## src/rtl/pbus_pkg.sv

```systemverilog
package pbus_pkg;
    typedef struct packed {
        logic busy;
        logic done;
        logic dis;
        logic req;
    } pbus_flags_t;
endpackage

```

## src/rtl/pbus_sel_decode.sv

```systemverilog
module pbus_sel_decode #(
    parameter int              SEL_W    = 6,
    parameter logic [SEL_W-1:0] DEV_CODE = 6'o22,
    parameter int              N_XFER   = 3
) (
    input  logic [SEL_W-1:0]  sel,
    input  logic              strb_start,
    input  logic              strb_clear,
    input  logic              strb_pulse,
    input  logic [N_XFER-1:0] strb_din,
    input  logic [N_XFER-1:0] strb_dout,
    output logic              hit,
    output logic              dev_start,
    output logic              dev_clear,
    output logic              dev_pulse,
    output logic [N_XFER-1:0] dev_din,
    output logic [N_XFER-1:0] dev_dout
);
    assign hit       = (sel == DEV_CODE);
    assign dev_start = hit & strb_start;
    assign dev_clear = hit & strb_clear;
    assign dev_pulse = hit & strb_pulse;

    for (genvar k = 0; k < N_XFER; k++) begin : g_xfer
        assign dev_din[k]  = hit & strb_din[k];
        assign dev_dout[k] = hit & strb_dout[k];
    end
endmodule

```

## src/rtl/pbus_flags.sv

```systemverilog
module pbus_flags
    import pbus_pkg::*;
(
    input  logic        clk,
    input  logic        rst_n,
    input  logic        io_rst,
    input  logic        start,
    input  logic        clear,
    input  logic        dev_done,
    input  logic        mask_out,
    input  logic        mask_bit,
    input  logic        req_en,
    output pbus_flags_t flags_q
);
    pbus_flags_t flags_d;

    always_comb begin
        flags_d = flags_q;
        // busy: reset/clear, then start, then completion
        if (io_rst || clear)       flags_d.busy = 1'b0;
        else if (start)            flags_d.busy = 1'b1;
        else if (dev_done)         flags_d.busy = 1'b0;
        // done: reset/clear, then completion, then start
        if (io_rst || clear)       flags_d.done = 1'b0;
        else if (dev_done)         flags_d.done = 1'b1;
        else if (start)            flags_d.done = 1'b0;
        // mask flag: only the bus reset clears it
        if (io_rst)                flags_d.dis  = 1'b0;
        else if (mask_out)         flags_d.dis  = mask_bit;
        // request: sampled from current flags on each enable pulse
        if (io_rst || clear)       flags_d.req  = 1'b0;
        else if (req_en)           flags_d.req  = flags_q.done & ~flags_q.dis;
    end

    always_ff @(posedge clk or negedge rst_n) begin
        if (!rst_n) flags_q <= '0;
        else        flags_q <= flags_d;
    end
endmodule

```

## src/rtl/pbus_prio_ack.sv

```systemverilog
module pbus_prio_ack #(
    parameter int               SEL_W    = 6,
    parameter int               DATA_W   = 16,
    parameter logic [SEL_W-1:0] DEV_CODE = 6'o22
) (
    input  logic              prio_in,
    input  logic              int_ack,
    input  logic              req,
    output logic              prio_out,
    output logic              ack_oe,
    output logic [DATA_W-1:0] ack_data
);
    localparam int PAD_W = DATA_W - SEL_W;

    assign prio_out = prio_in & ~req;
    assign ack_oe   = int_ack & prio_in & req;
    assign ack_data = ack_oe ? {{PAD_W{1'b0}}, DEV_CODE} : '0;
endmodule

```

## src/rtl/pbus_irq_ctrl.sv

```systemverilog
module pbus_irq_ctrl #(
    parameter int               SEL_W    = 6,
    parameter int               DATA_W   = 16,
    parameter int               N_XFER   = 3,
    parameter logic [SEL_W-1:0] DEV_CODE = 6'o22
) (
    input  logic              clk,
    input  logic              rst_n,
    input  logic [SEL_W-1:0]  sel,
    input  logic              strb_start,
    input  logic              strb_clear,
    input  logic              strb_pulse,
    input  logic [N_XFER-1:0] strb_din,
    input  logic [N_XFER-1:0] strb_dout,
    input  logic              io_rst,
    input  logic              req_en,
    input  logic              mask_out,
    input  logic              mask_bit,
    input  logic              int_ack,
    input  logic              prio_in,
    input  logic              dev_done,
    output logic              dev_start,
    output logic              dev_clear,
    output logic              dev_pulse,
    output logic [N_XFER-1:0] dev_din,
    output logic [N_XFER-1:0] dev_dout,
    output logic              busy,
    output logic              done,
    output logic              int_dis,
    output logic              int_req,
    output logic              prio_out,
    output logic              ack_oe,
    output logic [DATA_W-1:0] ack_data,
    output logic              skip_busy,
    output logic              skip_done
);
    import pbus_pkg::*;

    logic        hit;
    pbus_flags_t flags_q;

    pbus_sel_decode #(.SEL_W(SEL_W), .DEV_CODE(DEV_CODE), .N_XFER(N_XFER)) u_dec (
        .sel        (sel),
        .strb_start (strb_start),
        .strb_clear (strb_clear),
        .strb_pulse (strb_pulse),
        .strb_din   (strb_din),
        .strb_dout  (strb_dout),
        .hit        (hit),
        .dev_start  (dev_start),
        .dev_clear  (dev_clear),
        .dev_pulse  (dev_pulse),
        .dev_din    (dev_din),
        .dev_dout   (dev_dout)
    );

    pbus_flags u_flags (
        .clk      (clk),
        .rst_n    (rst_n),
        .io_rst   (io_rst),
        .start    (dev_start),
        .clear    (dev_clear),
        .dev_done (dev_done),
        .mask_out (mask_out),
        .mask_bit (mask_bit),
        .req_en   (req_en),
        .flags_q  (flags_q)
    );

    pbus_prio_ack #(.SEL_W(SEL_W), .DATA_W(DATA_W), .DEV_CODE(DEV_CODE)) u_ack (
        .prio_in  (prio_in),
        .int_ack  (int_ack),
        .req      (flags_q.req),
        .prio_out (prio_out),
        .ack_oe   (ack_oe),
        .ack_data (ack_data)
    );

    assign busy      = flags_q.busy;
    assign done      = flags_q.done;
    assign int_dis   = flags_q.dis;
    assign int_req   = flags_q.req;
    assign skip_busy = hit & flags_q.busy;
    assign skip_done = hit & flags_q.done;
endmodule

```

## config.mk

```make
export PLATFORM = sky130hd
export DESIGN_NAME = pbus_irq_ctrl
export DESIGN_NICKNAME = d
export VERILOG_FILES = /design/src/rtl/pbus_pkg.sv /design/src/rtl/pbus_sel_decode.sv /design/src/rtl/pbus_flags.sv /design/src/rtl/pbus_prio_ack.sv /design/src/rtl/pbus_irq_ctrl.sv
export SDC_FILE = /design/constraint.sdc
export NUM_CORES = 1
export LEC_CHECK = 0
export BUFFER_PORTS_ARGS = -buffer_cell sky130_fd_sc_hd__clkbuf_2
export CAP_MARGIN = 20
export CORE_MARGIN = 2
export CORE_UTILIZATION = 33
export CTS_CLUSTER_DIAMETER = 100
export DETAILED_ROUTE_END_ITERATION = 16
export HOLD_SLACK_MARGIN = 0.15
export PLACE_DENSITY_LB_ADDON = 0.3
export SYNTH_ARGS = -nofsm -noshare
export SYNTH_HDL_FRONTEND = slang
export SYNTH_SLANG_ARGS = --single-unit
export TNS_END_PERCENT = 5
```

## constraint.sdc

```tcl
create_clock -name clk -period 1.2 [get_ports clk]
set_input_delay 0.12 -clock clk [delete_from_list [all_inputs] [get_ports clk]]
set_output_delay 0.12 -clock clk [all_outputs]
set_load 0.1 [all_outputs]
```

==> results of run 1 <==
==> cells by family after synthesis <==
logic type	Yosys count	share of synthesized area, %
DFF	4	22.8
other	1	0.854
and+or+nand+nor	21	34.8
muxes	2	4.56
AOI/OAI and AO/OA	3	5.41
buffers and inverters	19	31.6
==> cell type report <==
cell class | count | area (µm²) | area share [%]
Clock buffer | 4 | 26.3 | 2.68
Inverter | 1 | 3.75 | 0.382
Multi-Input combinational cell | 40 | 293 | 29.8
Sequential cell | 4 | 106 | 10.8
Tap cell | 15 | 18.8 | 1.91
Timing Repair Buffer | 46 | 534 | 54.4
==> worst register-to-register path: stages, from the launching register on <==
cell	delay (ns)
dfrtp_2	0.43
nor2b_1	0.14
mux2i_1	0.18
nor3_1	0.08
==> cell usage after synthesis (2+ instances only) <==
cell,number
nor2b_1,3
nor2_1,2
buf_4,16
and3_1,11
dfrtp_1,4
mux2i_1,2
==> path summary, 6_finish.rpt <==
path / start / end / slack [ns] / cells past startpoint
max: u_flags.flags_q[0]$_DFFE_PN0P_ / ack_oe / -0.03 / 2
min: strb_clear / u_flags.flags_q[2]$_DFFE_PN0P_ / 0.15 / 3
max reg2reg: u_flags.flags_q[2]$_DFFE_PN0P_ / u_flags.flags_q[0]$_DFFE_PN0P_ / 0.25 / 3
min reg2reg: u_flags.flags_q[2]$_DFFE_PN0P_ / u_flags.flags_q[2]$_DFFE_PN0P_ / 0.61 / 2
max in group asynchronous: rst_n / u_flags.flags_q[0]$_DFFE_PN0P_ / 0.83 / 2
min in group asynchronous: rst_n / u_flags.flags_q[3]$_DFFE_PN0P_ / 0.23 / 2
==> what timing repair did <==
action	CTS	global route
cloned	0	0
hold buffers	2	0
buffers inserted	0	0
endpoints found under the setup margin	3	14
pin swaps	0	3
endpoints found under the hold margin	8	0
resized for setup	0	6
==> metal layers <==
layer	global-route usage, %	part of all wire (%)
met1	15.5	30
met4	5.00	0
met2	29.0	62
met5	0	0
met3	3.89	7.7
==> stage by stage <==
step,util (%),power [W],setup WS [ns]
after floorplan,-,0.000502,-0.248
after global placement,72.0,0.000567,0.0233
after detailed placement,72.0,0.000571,0.0121
after CTS,75.6,0.000756,-0.0355
after global routing,77.4,0.000796,-0.0560
final,77.4,0.000759,-0.0274
==> power groups by stage <==
stage | Sequential [W] | Clock (W) | Combinational, W
floorplan | 0.000195 | 0 | 0.000307
global placement | 0.000155 | 0 | 0.000412
detailed placement | 0.000155 | 0 | 0.000416
CTS | 0.000153 | 0.000181 | 0.000421
global route | 0.000154 | 0.000203 | 0.000439
finish | 0.000153 | 0.000182 | 0.000425
==> layout by cell type (no fill, tap or decap) <==
cell type      count
clkbuf_2          23
buf_12            19
conb_1            14
and3_4             7
and3_2             5
clkbuf_4           3
nor2b_1            2
mux2i_1            2
nor2_1             2
dlygate4sd3_1      2
dfrtp_2            2
nor4b_4            1
nor2b_4            1
nor3_1             1
and2_2             1
inv_1              1
a21o_1             1
a211oi_1           1
a32oi_1            1
nor3_2             1
clkbuf_1           1
buf_4              1
buf_6              1
dfrtp_4            1
dfrtp_1            1
==> flow_metrics.env, run 1 <==
export IMPL_count_of_buffers_inserted_at_the_top_level_ports=42
export IMPL_violated_checks="negative setup slack"
export IMPL_clock_skew_ns=0.00687
export IMPL_fp_coreArea_um2=1270
export IMPL_critical_path_class="reg -> out"
export IMPL_post_route_min_period_ns=1.23
export IMPL_clk_insertion_delay_late_ns=0.23
export IMPL_data_required_critical_path_ns=1.08
export IMPL_numPlacedInstances=104
export IMPL_setup_worst_path_end_class="primary output"
export IMPL_rsz_0062_raised_after_global_routing="yes"
export IMPL_largest_registers="u_flags.flags_q: 4 flops"
export IMPL_number_of_nets_in_the_final_layout=120
export IMPL_dpl_cell_area_um2=913
export IMPL_final_setup_violation_count=3
export IMPL_fillerInstances=88
export IMPL_critPathMaxFanout=4
export IMPL_drv_slew=0
export IMPL_outcome="complete, but fails checks"
export IMPL_finalWirelength_um=1280
export IMPL_comb_power_share_pct=55.9
export IMPL_clock_sink_count=4
export IMPL_ys_types=18
export IMPL_synth_edff_count=0
export IMPL_power_switching_w=0.000393
export IMPL_seq_power_share_pct=20.1
export IMPL_timing_final_ws_setup_ns=-0.0274
export IMPL_antennaDiodeCount=0
export IMPL_critical_path_top_delay_family="flip-flops"
export IMPL_crit_path_cell_trace="and3_4 -> buf_12"
export IMPL_die_h_um=40.5
export IMPL_maximum_number_of_pins_on_one_net_before_global_route_repair=14
export IMPL_post_synth_cell_area_avg_um2=8.78
export IMPL_power_density_cell_area_nw_per_um2=773
export IMPL_peakVddDrop_uv=809
export IMPL_route_vias_total=475
export IMPL_cts_path_max_buffers=2
export IMPL_cts_tree="done"
export IMPL_first_iter_violations=7
export IMPL_share_clk_of_total_power_pct=23.9
export IMPL_die_area_um2=1640
export IMPL_gr_total_overflow=0
export IMPL_gpl_wtd_cong=0.661
export IMPL_critical_path_startpoint_type="flip-flop"
export IMPL_ctsRootBufferMaster="clkbuf_4"
export IMPL_buffers_plus_inverters_on_the_worst_setup_path=1
export IMPL_die_width_um=40.5
export IMPL_wl_per_cell_um=11.7
export IMPL_synth_flop_cell="dfrtp_1"
export IMPL_synth_sequential_area_ratio_pct=22.8
export IMPL_postSynth_asyncResetShare_pct=100
export IMPL_cts_htree_levels=1
export IMPL_io_pins=57
export IMPL_final_layout_size_suffix_gt1_share_pct=69.5
export IMPL_path_clk_slew_ns=0.04
export IMPL_max_cap_violations=0
export IMPL_fin_setup_tns_ns=-0.0801
export IMPL_max_reg_flops=4
export IMPL_largest_register="u_flags.flags_q"
export IMPL_vias_per_cell=4.32
export IMPL_ys_warn_count=0
export IMPL_first_pass_iters=4
export IMPL_post_layout_nonfiller_instances=110
export IMPL_synth_largest_area_cell="buf_4"
export IMPL_grt_first_pass_wirelength_um=1610
export IMPL_antenna_left=0
export IMPL_number_of_antenna_violations_at_the_first_check_in_global_routing=0
export IMPL_max_clock_freq_mhz=815
export IMPL_sw_frac_of_total_pct=51.7
export IMPL_synthDominantCellAreaShare_pct=27.4
export IMPL_number_of_buffers_inserted_during_clock_tree_synthesis=3
export IMPL_critical_path_arrival_ns=1.11
export IMPL_place_detailed_hpwl_um=1060
export IMPL_synth_seq_cells=4
export IMPL_hold_path_class="in -> reg"
export IMPL_start_util_pct=34.6
export IMPL_first_global_vias=368
export IMPL_floorplan_rows=13
export IMPL_count_of_final_hold_check_violations=0
export IMPL_area_growth_synth_to_final_pct=124
export IMPL_fin_crit_sh_pct=102
export IMPL_syn_instance_count=50
export IMPL_fin_hold_ws_ns=0.154
export IMPL_slowest_stage_delay_on_critical_path_ns=0.45
export IMPL_track_usage_pct=15.1
export IMPL_power_static_leakage_nw=0.495
export IMPL_p_int_w=0.000367
export IMPL_post_synth_main_area_contributors="buf_4 (27%), dfrtp_1 (23%), and3_1 (16%)"
export IMPL_syn_area_um2=439
export IMPL_drc=0
export IMPL_post_route_cell_area_um2=982
export IMPL_cpMaxStageDelayCell="dfrtp_4"
No activity file was read; power rests on OpenSTA's default activity.
==> run 2: changes to the inputs <==
--- a/config.mk
+++ b/config.mk
@@ -5,8 +5,9 @@
 export SDC_FILE = /design/constraint.sdc
 export NUM_CORES = 1
 export LEC_CHECK = 0
+export ABC_CLOCK_PERIOD_IN_PS = 1200
 export BUFFER_PORTS_ARGS = -buffer_cell sky130_fd_sc_hd__clkbuf_2
-export CAP_MARGIN = 20
+export CAP_MARGIN = 25
 export CORE_MARGIN = 2
 export CORE_UTILIZATION = 33
 export CTS_CLUSTER_DIAMETER = 100
==> constraint.sdc (replaced) <==
create_clock -name clk -period 1.2 [get_ports clk]
set_input_delay 0.12 -clock clk [delete_from_list [all_inputs] [get_ports clk]]
set_output_delay 0.12 -clock clk [all_outputs]
set_load 0.005 [all_outputs]
==> flow_metrics.env, run 2 (same netlist as run 1, synthesis figures left out) <==
export IMPL_number_of_nets_in_the_final_layout=120
export IMPL_power_static_leakage_nw=0.436
export IMPL_io_pins=57
export IMPL_largest_register="u_flags.flags_q"
export IMPL_die_width_um=40.5
export IMPL_first_pass_iters=3
export IMPL_cts_path_max_buffers=2
export IMPL_drc=0
export IMPL_count_of_final_hold_check_violations=0
export IMPL_r2r_end="u_flags.flags_q[0]$_DFFE_PN0P_"
export IMPL_cts_tree="done"
export IMPL_final_setup_violation_count=0
export IMPL_critical_path_startpoint_type="input port"
export IMPL_grtUsageMet1_pct=13.4
export IMPL_grt_first_pass_wirelength_um=1260
export IMPL_number_of_buffers_inserted_during_clock_tree_synthesis=3
export IMPL_drv_slew=0
export IMPL_vias_per_cell=4.25
export IMPL_critPathMaxFanout=13
export IMPL_timing_rr_start="u_flags.flags_q[2]$_DFFE_PN0P_"
export IMPL_outcome="completed"
export IMPL_peakVddDrop_uv=508
export IMPL_antennaDiodeCount=0
export IMPL_largest_registers="u_flags.flags_q: 4 flops"
export IMPL_critical_path_top_delay_family="simple AND/OR/NAND/NOR gates"
export IMPL_critical_path_arrival_ns=0.98
export IMPL_path_clk_slew_ns=0.04
export IMPL_floorplan_rows=13
export IMPL_start_util_pct=34.6
export IMPL_critical_path_class="in -> out"
export IMPL_power_density_cell_area_nw_per_um2=647
export IMPL_groute_layer_met3_usage_pct=5.00
export IMPL_fin_setup_tns_ns=0
export IMPL_hold_path_class="in -> reg"
export IMPL_clk_insertion_delay_late_ns=0.23
export IMPL_wl_per_cell_um=8.81
export IMPL_crit_path_cell_trace="clkbuf_2 -> nor4b_4 -> buf_4 -> and3_4 -> clkbuf_2"
export IMPL_total_power_w=0.000417
export IMPL_die_area_um2=1640
export IMPL_most_common_library_cell_in_the_layout_ignoring_fill_and_taps="clkbuf_2"
export IMPL_number_of_antenna_violations_at_the_first_check_in_global_routing=0
export IMPL_critical_path_endpoint="dev_clear"
export IMPL_crit_start="sel[3]"
export IMPL_cts_htree_levels=1
export IMPL_finalWirelength_um=960
export IMPL_fin_crit_sh_pct=91.6
export IMPL_data_required_critical_path_ns=1.08
export IMPL_gr_total_overflow=0
export IMPL_track_usage_pct=11.7
export IMPL_path_common_cell="clkbuf_2"
export IMPL_count_of_buffers_inserted_at_the_top_level_ports=42
export IMPL_hp_start="mask_out"
export IMPL_post_route_min_period_ns=1.10
export IMPL_busiest_layer_in_global_routing="met2"
export IMPL_rrSetupSlack_ns=0.35
export IMPL_area_growth_synth_to_final_pct=46.7
export IMPL_ff2ff_path_depth=3
export IMPL_max_reg_flops=4
export IMPL_slowest_stage_delay_on_critical_path_ns=0.25
export IMPL_maximum_number_of_pins_on_one_net_before_global_route_repair=14
export IMPL_post_layout_nonfiller_instances=109
export IMPL_route_vias_total=463
export IMPL_gpl_wtd_cong=0.628
export IMPL_setup_worst_path_end_class="primary output"
export IMPL_first_global_vias=324
export IMPL_clock_sink_count=4
export IMPL_cpMaxStageDelayCell="nor4b_4"
export IMPL_place_worst_setup_slack_ns=0.00540
export IMPL_buffers_plus_inverters_on_the_worst_setup_path=3
export IMPL_timing_final_ws_setup_ns=0.101
export IMPL_first_iter_violations=3
export IMPL_max_clock_freq_mhz=910
export IMPL_die_h_um=40.5
export IMPL_clock_skew_ns=0.000336
export IMPL_max_cap_violations=0
export IMPL_ctsRootBufferMaster="clkbuf_4"
export IMPL_finish_utilization_pct=50.8
export IMPL_rsz_0062_raised_after_global_routing="no"
export IMPL_fp_coreArea_um2=1270
export IMPL_numPlacedInstances=103
export IMPL_antenna_left=0
export IMPL_layout_common_cells="clkbuf_2 (42), conb_1 (14), and3_1 (11), dfrtp_1 (4)"
export IMPL_worstSetupPathDepth=5
export IMPL_gr_usage_met2_pct=18.7
export IMPL_final_layout_size_suffix_gt1_share_pct=54.3
export IMPL_post_cts_setup_buffer_count=0
==> run 2: changes by cell type in the layout (fill, tap and decap cells not counted), sizes merged <==
cell / change
buf: -20
clkbuf: +18
dlygate4sd3: +1
==> run 2: area by class of cell <==
type / count / area, µm²
fillers: 132 / 624
multi-input cells: 40 / 251
repair buffers: 46 / 248
flip-flops and latches: 4 / 100
clock buffers: 3 / 22.5
well taps: 15 / 18.8
inverters: 1 / 3.75
==> run 2: what timing repair did <==
action                     4_1_cts  5_1_grt
setup endpoints to repair        0       11
gates resized for setup          0        1
hold buffers                     3        0
hold endpoints to repair         8        0
==> run 2: worst min path at each step <==
stage / end / slack (ns) / depth (start not counted)
6_report: u_flags.flags_q[1]$_DFFE_PN0P_ / 0.15 / 3
5_1_grt: u_flags.flags_q[2]$_DFFE_PN0P_ / 0.18 / 3
4_1_cts: u_flags.flags_q[1]$_DFFE_PN0P_ / 0.15 / 3
3_5_place_dp: u_flags.flags_q[1]$_DFFE_PN0P_ / -0.07 / 1
3_3_place_gp: u_flags.flags_q[1]$_DFFE_PN0P_ / -0.07 / 1
2_1_floorplan: u_flags.flags_q[0]$_DFFE_PN0P_ / -0.18 / 0
==> run 2: power by group <==
part | total [W] | switching [W] | internal [W] | leakage (nW)
registers | 0.000147 | 0.00000544 | 0.000142 | 0.0534
clock network | 0.000165 | 0.0000533 | 0.000112 | 0.0138
logic | 0.000105 | 0.0000483 | 0.0000565 | 0.369
total | 0.000417 | 0.000107 | 0.000310 | 0.436
==> run 2: routing by layer <==
layer	vias up	wire [µm]	part of all wire, %
met3	0	129	13
met1	201	363	38
met2	33	467	49
li1	229	-	-
met4	0	0	0
met5	-	0	0
==> run 2: tightest hold or removal path, delay by kind of cell <==
family / cells / cell delay (ns)
simple gates: 1 / 0.08
mux: 1 / 0.06
buf+inv: 1 / 0.09
==> run 2: per-stage QoR <==
stage	instance area (µm²)	hold slack (ns)
after floorplan	488	-0.176
after global placement	589	-0.0701
after detailed placement	589	-0.0670
after CTS	642	0.151
after global routing	644	0.176
final	644	0.153
